$ cat src/rtl/xfs_pkg.sv
package xfs_pkg;
  localparam int NFLAG = 8;
  localparam int B_TX_EMPTY = 0;
  localparam int B_TX_HALF  = 1;
  localparam int B_TX_FULL  = 2;
  localparam int B_RX_RDY   = 3;
  localparam int B_RX_HALF  = 4;
  localparam int B_RX_FULL  = 5;
  localparam int B_RX_OVF   = 6;
  localparam int B_DONE     = 7;
endpackage

$ cat src/rtl/xfs_fifo.sv
module xfs_fifo #(
  parameter int DW    = 32,
  parameter int DEPTH = 16,
  localparam int AW   = $clog2(DEPTH),
  localparam int CW   = $clog2(DEPTH + 1)
) (
  input  logic          clk,
  input  logic          rst,
  input  logic          flush,
  input  logic          push,
  input  logic [DW-1:0] wdata,
  input  logic          pop,
  output logic [DW-1:0] rdata,
  output logic [CW-1:0] count,
  output logic [CW-1:0] count_nxt,
  output logic          dropped
);
  localparam logic [CW-1:0] FULL_C = CW'(DEPTH);

  logic [DW-1:0] mem [DEPTH];
  logic [AW-1:0] wr_ptr, rd_ptr;
  logic          accept, take;

  assign accept    = push && (count != FULL_C);
  assign take      = pop && (count != '0);
  assign dropped   = push && !accept;
  assign count_nxt = flush ? '0 : (count + CW'(accept) - CW'(take));

  // storage without reset so a block RAM can hold it
  always_ff @(posedge clk) begin
    if (accept) mem[wr_ptr] <= wdata;
  end

  always_ff @(posedge clk) begin
    if (rst) begin
      wr_ptr <= '0;
      rd_ptr <= '0;
      count  <= '0;
    end else begin
      count <= count_nxt;
      if (flush) begin
        wr_ptr <= '0;
        rd_ptr <= '0;
      end else begin
        wr_ptr <= wr_ptr + AW'(accept);
        rd_ptr <= rd_ptr + AW'(take);
      end
    end
  end

  // registered read port; an empty pop yields zero
  always_ff @(posedge clk) begin
    if (rst) rdata <= '0;
    else if (pop) rdata <= take ? mem[rd_ptr] : '0;
  end
endmodule

$ cat src/rtl/xfs_flags.sv
module xfs_flags
  import xfs_pkg::*;
#(
  parameter int DEPTH = 16,
  localparam int CW   = $clog2(DEPTH + 1)
) (
  input  logic             clk,
  input  logic             rst,
  input  logic [CW-1:0]    tx_cnt_nxt,
  input  logic [CW-1:0]    rx_cnt_nxt,
  input  logic             rx_drop,
  input  logic             xfer_done,
  input  logic             w1c_we,
  input  logic [NFLAG-1:0] w1c,
  input  logic             ien_we,
  input  logic [NFLAG-1:0] ien_wdata,
  output logic [NFLAG-1:0] status_q,
  output logic [NFLAG-1:0] ien_q,
  output logic             irq
);
  localparam logic [CW-1:0] FULL_C = CW'(DEPTH);
  localparam logic [CW-1:0] HALF_C = CW'(DEPTH / 2);

  logic [NFLAG-1:0] status_n;
  logic             clr_ovf, clr_done;

  assign clr_ovf  = w1c_we && w1c[B_RX_OVF];
  assign clr_done = w1c_we && w1c[B_DONE];

  always_comb begin
    status_n             = '0;
    status_n[B_TX_EMPTY] = (tx_cnt_nxt == '0);
    status_n[B_TX_HALF]  = (tx_cnt_nxt >= HALF_C);
    status_n[B_TX_FULL]  = (tx_cnt_nxt == FULL_C);
    status_n[B_RX_RDY]   = (rx_cnt_nxt != '0);
    status_n[B_RX_HALF]  = (rx_cnt_nxt >= HALF_C);
    status_n[B_RX_FULL]  = (rx_cnt_nxt == FULL_C);
    // sticky sources: a new event wins over a clear in the same cycle
    status_n[B_RX_OVF]   = rx_drop   || (status_q[B_RX_OVF] && !clr_ovf);
    status_n[B_DONE]     = xfer_done || (status_q[B_DONE] && !clr_done);
  end

  always_ff @(posedge clk) begin
    if (rst) begin
      status_q <= NFLAG'(1) << B_TX_EMPTY;
      ien_q    <= '0;
    end else begin
      status_q <= status_n;
      if (ien_we) ien_q <= ien_wdata;
    end
  end

  // AND of two registers, reduced; no path from any input
  assign irq = |(status_q & ien_q);
endmodule

$ cat src/rtl/xfer_fifo_status.sv
module xfer_fifo_status
  import xfs_pkg::*;
#(
  parameter int DW    = 32,
  parameter int DEPTH = 16,
  localparam int CW   = $clog2(DEPTH + 1)
) (
  input  logic             clk,
  input  logic             rst,
  input  logic             cpu_tx_push,
  input  logic [DW-1:0]    cpu_tx_data,
  input  logic             cpu_rx_pop,
  output logic [DW-1:0]    cpu_rx_data,
  input  logic             eng_tx_pop,
  output logic [DW-1:0]    eng_tx_data,
  input  logic             eng_rx_push,
  input  logic [DW-1:0]    eng_rx_data,
  input  logic             xfer_done,
  input  logic             flush_tx,
  input  logic             flush_rx,
  input  logic             stat_w1c_we,
  input  logic [NFLAG-1:0] stat_w1c,
  input  logic             ien_we,
  input  logic [NFLAG-1:0] ien_wdata,
  output logic [NFLAG-1:0] status,
  output logic [NFLAG-1:0] ien,
  output logic             irq,
  output logic [2*CW-1:0]  diag
);
  logic [CW-1:0] tx_cnt, tx_cnt_nxt, rx_cnt, rx_cnt_nxt;
  logic          tx_drop, rx_drop;

  xfs_fifo #(.DW(DW), .DEPTH(DEPTH)) u_txq (
    .clk(clk), .rst(rst), .flush(flush_tx),
    .push(cpu_tx_push), .wdata(cpu_tx_data),
    .pop(eng_tx_pop), .rdata(eng_tx_data),
    .count(tx_cnt), .count_nxt(tx_cnt_nxt), .dropped(tx_drop)
  );

  xfs_fifo #(.DW(DW), .DEPTH(DEPTH)) u_rxq (
    .clk(clk), .rst(rst), .flush(flush_rx),
    .push(eng_rx_push), .wdata(eng_rx_data),
    .pop(cpu_rx_pop), .rdata(cpu_rx_data),
    .count(rx_cnt), .count_nxt(rx_cnt_nxt), .dropped(rx_drop)
  );

  xfs_flags #(.DEPTH(DEPTH)) u_flags (
    .clk(clk), .rst(rst),
    .tx_cnt_nxt(tx_cnt_nxt), .rx_cnt_nxt(rx_cnt_nxt),
    .rx_drop(rx_drop), .xfer_done(xfer_done),
    .w1c_we(stat_w1c_we), .w1c(stat_w1c),
    .ien_we(ien_we), .ien_wdata(ien_wdata),
    .status_q(status), .ien_q(ien), .irq(irq)
  );

  // a dropped transmit write has no status source: it is silently ignored
  logic unused_tx_drop;
  assign unused_tx_drop = tx_drop;

  assign diag = {rx_cnt, tx_cnt};
endmodule

$ cat config.mk
export PLATFORM = sky130hd
export DESIGN_NAME = xfer_fifo_status
export DESIGN_NICKNAME = d
export VERILOG_FILES = /design/src/rtl/xfs_pkg.sv /design/src/rtl/xfs_fifo.sv /design/src/rtl/xfs_flags.sv /design/src/rtl/xfer_fifo_status.sv
export SDC_FILE = /design/constraint.sdc
export NUM_CORES = 1
export LEC_CHECK = 0
export ABC_AREA = 1
export BUFFER_PORTS_ARGS = -buffer_cell sky130_fd_sc_hd__buf_2
export CAP_MARGIN = 15
export CELL_PAD_IN_SITES_DETAIL_PLACEMENT = 0
export CELL_PAD_IN_SITES_GLOBAL_PLACEMENT = 1
export CORE_UTILIZATION = 49
export DETAILED_ROUTE_END_ITERATION = 8
export PLACE_DENSITY = 0.83
export SLEW_MARGIN = 20
export SYNTH_ARGS = -nofsm -noshare
export SYNTH_HDL_FRONTEND = slang
export SYNTH_SLANG_ARGS = --single-unit
$ cat constraint.sdc
create_clock -name clk -period 3.33 [get_ports clk]
set_clock_uncertainty 0.2 [all_clocks]
set_input_delay 0.333 -clock clk [delete_from_list [all_inputs] [get_ports clk]]
set_output_delay 0.333 -clock clk [all_outputs]
set_load 0.02 [all_outputs]
==> impl_metrics.yaml, run 1 <==
run_status:
  status: "finished clean"
setup_path:
  cp_data_arrival_time_ps: 3220
  cp.required_ps: 3670
  worstSetupPathType: "reg2reg"
  crit_path_end_kind: "register"
  worst-path-max-fanout: 4
  rr_startpoint: "u_txq.count[3]"
  r2r_setup_slack_ps: 450
  start_kind: "register"
  r2r_end: "u_flags.status_q[0]"
  ff2ff_path_depth: 16
min_path:
  holdPathStages: 6
  min_path_type: "in2reg"
  hp-start: "eng_rx_push"
  hold_end: "u_rxq.wr_ptr[0]"
logic_synthesis:
  syn_area_um2: 46700
  avgSynthCellArea_um2: 10.7
  seq_area_frac_synth_pct: 70.3
  yosys-top-cells-area: "edfxtp_1, nand2_1, nand3_1"
  syn_inst: 4376
  ys_ff_latch: 1130
  synth_cell_types: 32
  yosysTopAreaCellShare_pct: 65.8
  yosysWarnings: 0
  synth_nets: 4489
  yosys.area.top_type: "edfxtp_1"
timing:
  fin_tns_setup_ps: 0
  hold_viol_final: 0
  timing.slew.headroom_pct: 32.5
  period_needed_ps: 2880
  final_max_slew_viol_count: 0
  timing.final.crit_share_pct: 86.5
  rsz0062_at_grt: "false"
  worstMarginPinSlew_ps: 1010
  max_freq_ghz: 0.347
  holdWs_ps: 103
  setup_viol: 0
clock_network:
  clockBufferDepth: 3
  insertion_delay_ps: 700
  root_buffer: "clkbuf_16"
  cts_tree: "yes"
  numClockSinks: 1130
  cts-htree-levels: 3
  cts.repair.resized: 0
  numCtsBuffers: 116
  cts_setup_buffers: 0
  cts_hold_buffers: 97
  path_clk_slew_ps: 60
placed_design:
  place.gp.congestion: 0.792
  dp_hpwl_mm: 60.9
  portBuffers: 175
power_and_ir_drop:
  power_switching_uw: 9270
  clkPwrFrac_pct: 37.9
  p_int_uw: 25300
  p_leak_uw: 0.0220
  ir_worst_vdd_uv: 428
  p_comb_share_pct: 15.1
  seq_power_share_pct: 47.0
  power_density_nw_per_um2: 636
  switching_share_pct: 26.9
layout:
  layout-drive-gt1-share_pct: 10.2
  fin_nets: 4743
  mostFrequentLayoutCells: "nand2_1, edfxtp_1, nand3_1"
  area_growth_pct: 16.2
  final_common_cell: "nand2_1"
  diodes: 0
floorplan:
  start_util_pct: 49.8
  die_h_um: 311
  rows: 112
  core_um2: 93900
  die_width_um: 311
  dieArea_um2: 96600
  io_pins: 182
route:
  drc: 0
  drtPass1Iterations: 5
  postRouteAntennaNets: 0
  avgRoutedWirePerCell_um: 19.2
  first_iter_violations: 3012
  vias_per_cell: 5.20
  wirelength_mm: 115
  num_vias: 31146
grt:
  grt.overflow.total: 0
  grtUsageTotal_pct: 23.5
  grt_pass1_wl_mm: 175
  grt_max_degree: 188
  antenna_found_initial: 5
  grt_pass1_vias: 29246
run:
  maxCapViolCount: 0
-- registers in the layout, indices dropped and copies added (netlist names) --
name / flops
u_txq.mem: 512
u_txq.count: 5
u_rxq.mem: 512
u_rxq.rdata: 32
u_txq.wr_ptr: 4
u_rxq.count: 5
u_rxq.rd_ptr: 4
u_flags.ien_q: 8
u_txq.rd_ptr: 4
u_rxq.wr_ptr: 4
u_flags.status_q: 8
u_txq.rdata: 32
-- worst max-delay path by stage --
stage                        start                  end  slack [ps]
floorplan           u_rxq.count[2]     u_rxq.mem[10][0]         180
global route        u_txq.count[3]  u_flags.status_q[0]         110
CTS                 u_txq.count[3]  u_flags.status_q[0]         440
global placement    u_txq.count[3]  u_flags.status_q[0]         450
detailed placement  u_txq.count[3]  u_flags.status_q[0]         490
finish              u_txq.count[3]  u_flags.status_q[0]         450
-- critical path, cell delays in order, from the launching register on --
cell	delay (ps)
dfxtp_1	330
inv_1	90
ha_1	170
nand3_1	90
o21ai_0	150
inv_1	80
ha_1	270
inv_1	40
ha_1	200
fa_1	430
nand2_1	80
inv_1	60
o21bai_1	150
a21o_1	130
nand3_1	130
nand3_1	110
nand2_1	50
-- logic make-up after synthesis --
logic type               count (synthesis)  share of synthesized area, %
AO/OA/AOI/OAI                          181                          2.22
XOR/XNOR                                 6                         0.112
flip-flops                            1130                          70.3
AND/OR/NAND/NOR                       2291                          20.2
buffers and inverters                  746                          6.53
adder cells (fa/ha/maj)                 22                         0.621
-- through the flow --
stage / setup WS (ps) / util, % / std cells / area [um2] / power [uW]
floorplan: 183 / - / 4376 / 46700 / 20000
global placement: 447 / 52.7 / 5669 / 49500 / 21500
detailed placement: 494 / 52.7 / 5669 / 49500 / 21600
CTS: 444 / 57.8 / 5984 / 54300 / 34700
global route: 106 / 57.8 / 5984 / 54300 / 35900
finish: 451 / 57.8 / 5984 / 54300 / 34500
-- cells in the mapped netlist --
library cell	instances
nand3b_1	26
nor2_1	199
o21bai_1	5
ha_1	20
inv_1	517
buf_8	1
xnor2_1	5
nand2_1	1482
a21o_1	1
nor4_1	1
edfxtp_1	1024
nor3_1	1
dfxtp_1	106
o31ai_1	1
fa_1	2
nand4_1	4
o211ai_1	40
buf_6	11
xor2_1	1
a221oi_1	2
a22o_1	1
buf_2	99
clkbuf_1	80
nor2_2	1
buf_1	25
inv_2	3
o21a_1	1
o21ai_0	55
nand3_1	577
buf_4	9
clkinv_1	1
a21oi_1	75
-- routing by layer --
layer / wire length (um) / vias up / global-route usage (%)
met5: 69 / - / 0
met4: 2480 / 10 / 6.55
met3: 7870 / 177 / 3.49
met2: 53500 / 1023 / 37.4
met1: 51000 / 14969 / 33.8
li1: - / 14967 / -
-- layout make-up --
class                      count  area (um2)
fill                        7551       39600
clock inverter                65         729
sequential                  1130       32900
timing repair buffer         361        2940
inverter                     521        1970
clock buffer                 153        3130
multi-input combinational   2500       11100
tap                         1254        1570
-- power by group through the flow --
stage	sequential [uW]	combinational, uW	clock, uW
2_1_floorplan	16800	3190	0
5_1_grt	16300	5820	13800
3_3_place_gp	16500	5040	0
3_5_place_dp	16500	5100	0
4_1_cts	16200	5210	13300
6_report	16200	5220	13100
No activity file was read; power rests on OpenSTA's default activity.
==> inputs of run 2 (changes only) <==
BUFFER_PORTS_ARGS = -buffer_cell sky130_fd_sc_hd__clkbuf_2   (was -buffer_cell sky130_fd_sc_hd__buf_2)
==> impl_metrics.yaml, run 2 (synthesized netlist as in run 1, its figures left out) <==
run_status:
  status: "finished clean"
timing:
  hold_viol_final: 0
  fin_ws_ps: 470
  setup_viol: 0
  timing.final.crit_share_pct: 85.9
  max_freq_ghz: 0.350
  rsz0062_at_grt: "false"
  timing.slew.headroom_pct: 11.8
  final_max_slew_viol_count: 0
  fin_tns_setup_ps: 0
  period_needed_ps: 2860
  worstMarginPinSlew_ps: 1320
layout:
  post-route-util_pct: 57.7
  area_growth_pct: 16.0
  fin_nets: 4743
  final_common_cell: "nand2_1"
  mostFrequentLayoutCells: "nand2_1, edfxtp_1, nand3_1"
  reg_top3: "u_rxq.mem (512), u_txq.mem (512)"
  layout-drive-gt1-share_pct: 10.3
route:
  first_iter_violations: 2852
  drtPass1Iterations: 6
  wl_met2_mm: 52.4
  top_layer: "met5"
  avgRoutedWirePerCell_um: 18.9
  wirelength_mm: 113
  num_vias: 31030
  postRouteAntennaNets: 0
  wl_met3_mm: 7.60
  met1_length_mm: 50.9
  drc: 0
  vias_per_cell: 5.19
clock_network:
  cts_tree: "yes"
  clockBufferDepth: 3
  root_buffer: "clkbuf_16"
  path_clk_slew_ps: 60
  cts.repair.resized: 0
  numCtsBuffers: 114
  insertion_delay_ps: 720
  numClockSinks: 1130
  cts-htree-levels: 3
floorplan:
  io_pins: 182
  die_h_um: 311
  start_util_pct: 49.8
  rows: 112
  die_width_um: 311
  dieArea_um2: 96600
  core_um2: 93900
setup_path:
  crit_path_end_kind: "register"
  cp.required_ps: 3730
  cp_data_arrival_time_ps: 3260
  start_kind: "register"
  rr_startpoint: "u_txq.count[3]"
  worst-path-max-fanout: 4
  worstSetupPathType: "reg2reg"
  cp-startpoint: "u_txq.count[3]"
grt:
  grt.overflow.total: 0
  grtUsageTotal_pct: 23.3
  grt_pass1_vias: 29682
  antenna_found_initial: 7
  grt_pass1_wl_mm: 173
  grt_max_degree: 225
placed_design:
  portBuffers: 175
  dp_hpwl_mm: 61.5
  dp_slack_ps: 496
  place.gp.congestion: 0.778
min_path:
  min_path_type: "in2reg"
  hp-start: "cpu_tx_push"
power_and_ir_drop:
  power_density_nw_per_um2: 635
  p_leak_uw: 0.0219
  p_total_uw: 34400
  ir_worst_vdd_uv: 489
run:
  maxCapViolCount: 0
[run 2: changes by cell type in the layout (fill, tap and decap cells not counted), sizes merged]
cell and change:
clkbuf +172, clkinvlp +2, buf -171, inv +1, clkinv -6, dlygate4sd3 -1
bufinv -1, diode +3
[run 2: what timing repair did]
| item | CTS | global route |
|---|---|---|
| hold buffers | 96 | 0 |
| setup buffers | 0 | 0 |
| hold endpoints to repair | 1058 | 0 |
[run 2: layer usage]
layer	up-vias	global-route usage, %
li1	14950	-
met1	14917	33.3
met2	1004	36.9
met3	153	3.44
met4	6	7.02
met5	-	0
[run 2: worst paths after layout]
path,endpoint,slack [ps],cells past startpoint
max,u_flags.status_q[2],470,15
min,u_txq.wr_ptr[0],200,6
max reg2reg,u_flags.status_q[2],470,15
min reg2reg,u_rxq.rdata[3],260,2
[run 2: report_power, final]
group          internal [uW]  total (uW)  switching, uW  leakage, uW
Clock                   7610       13000           5400      0.00188
Combinational           1610        5250           3650      0.00991
Sequential             15900       16200            237       0.0101
Total                  25200       34400           9280       0.0219
[run 2: area by class of cell]
type                       count  area (um2)
sequential                  1130       32900
inverter                     521        1970
clock buffer                 151        3120
clock inverter                61         706
antenna                        3        7.51
timing repair buffer         363        2880
fill                        7661       39700
tap                         1254        1570
multi-input combinational   2500       11100
[run 2: through the flow]
stage / area [um2] / cells / hold slack (ps)
finish: 54200 / 5983 / 195
global placement: 49400 / 5672 / 250
detailed placement: 49400 / 5672 / 255
CTS: 54200 / 5980 / 159
global route: 54200 / 5983 / 213
floorplan: 46700 / 4376 / 211
[run 2: worst max-delay path: stages (launching register included)]
cell and delay (ps):
dfxtp_1 330, inv_1 90, ha_1 160, nand3_1 90
o21ai_0 140, inv_1 70, ha_1 270, inv_1 40
ha_1 200, fa_1 420, nand2_1 80, inv_1 60
o21bai_1 180, a21o_1 130, nand3_1 120, nor3_1 200
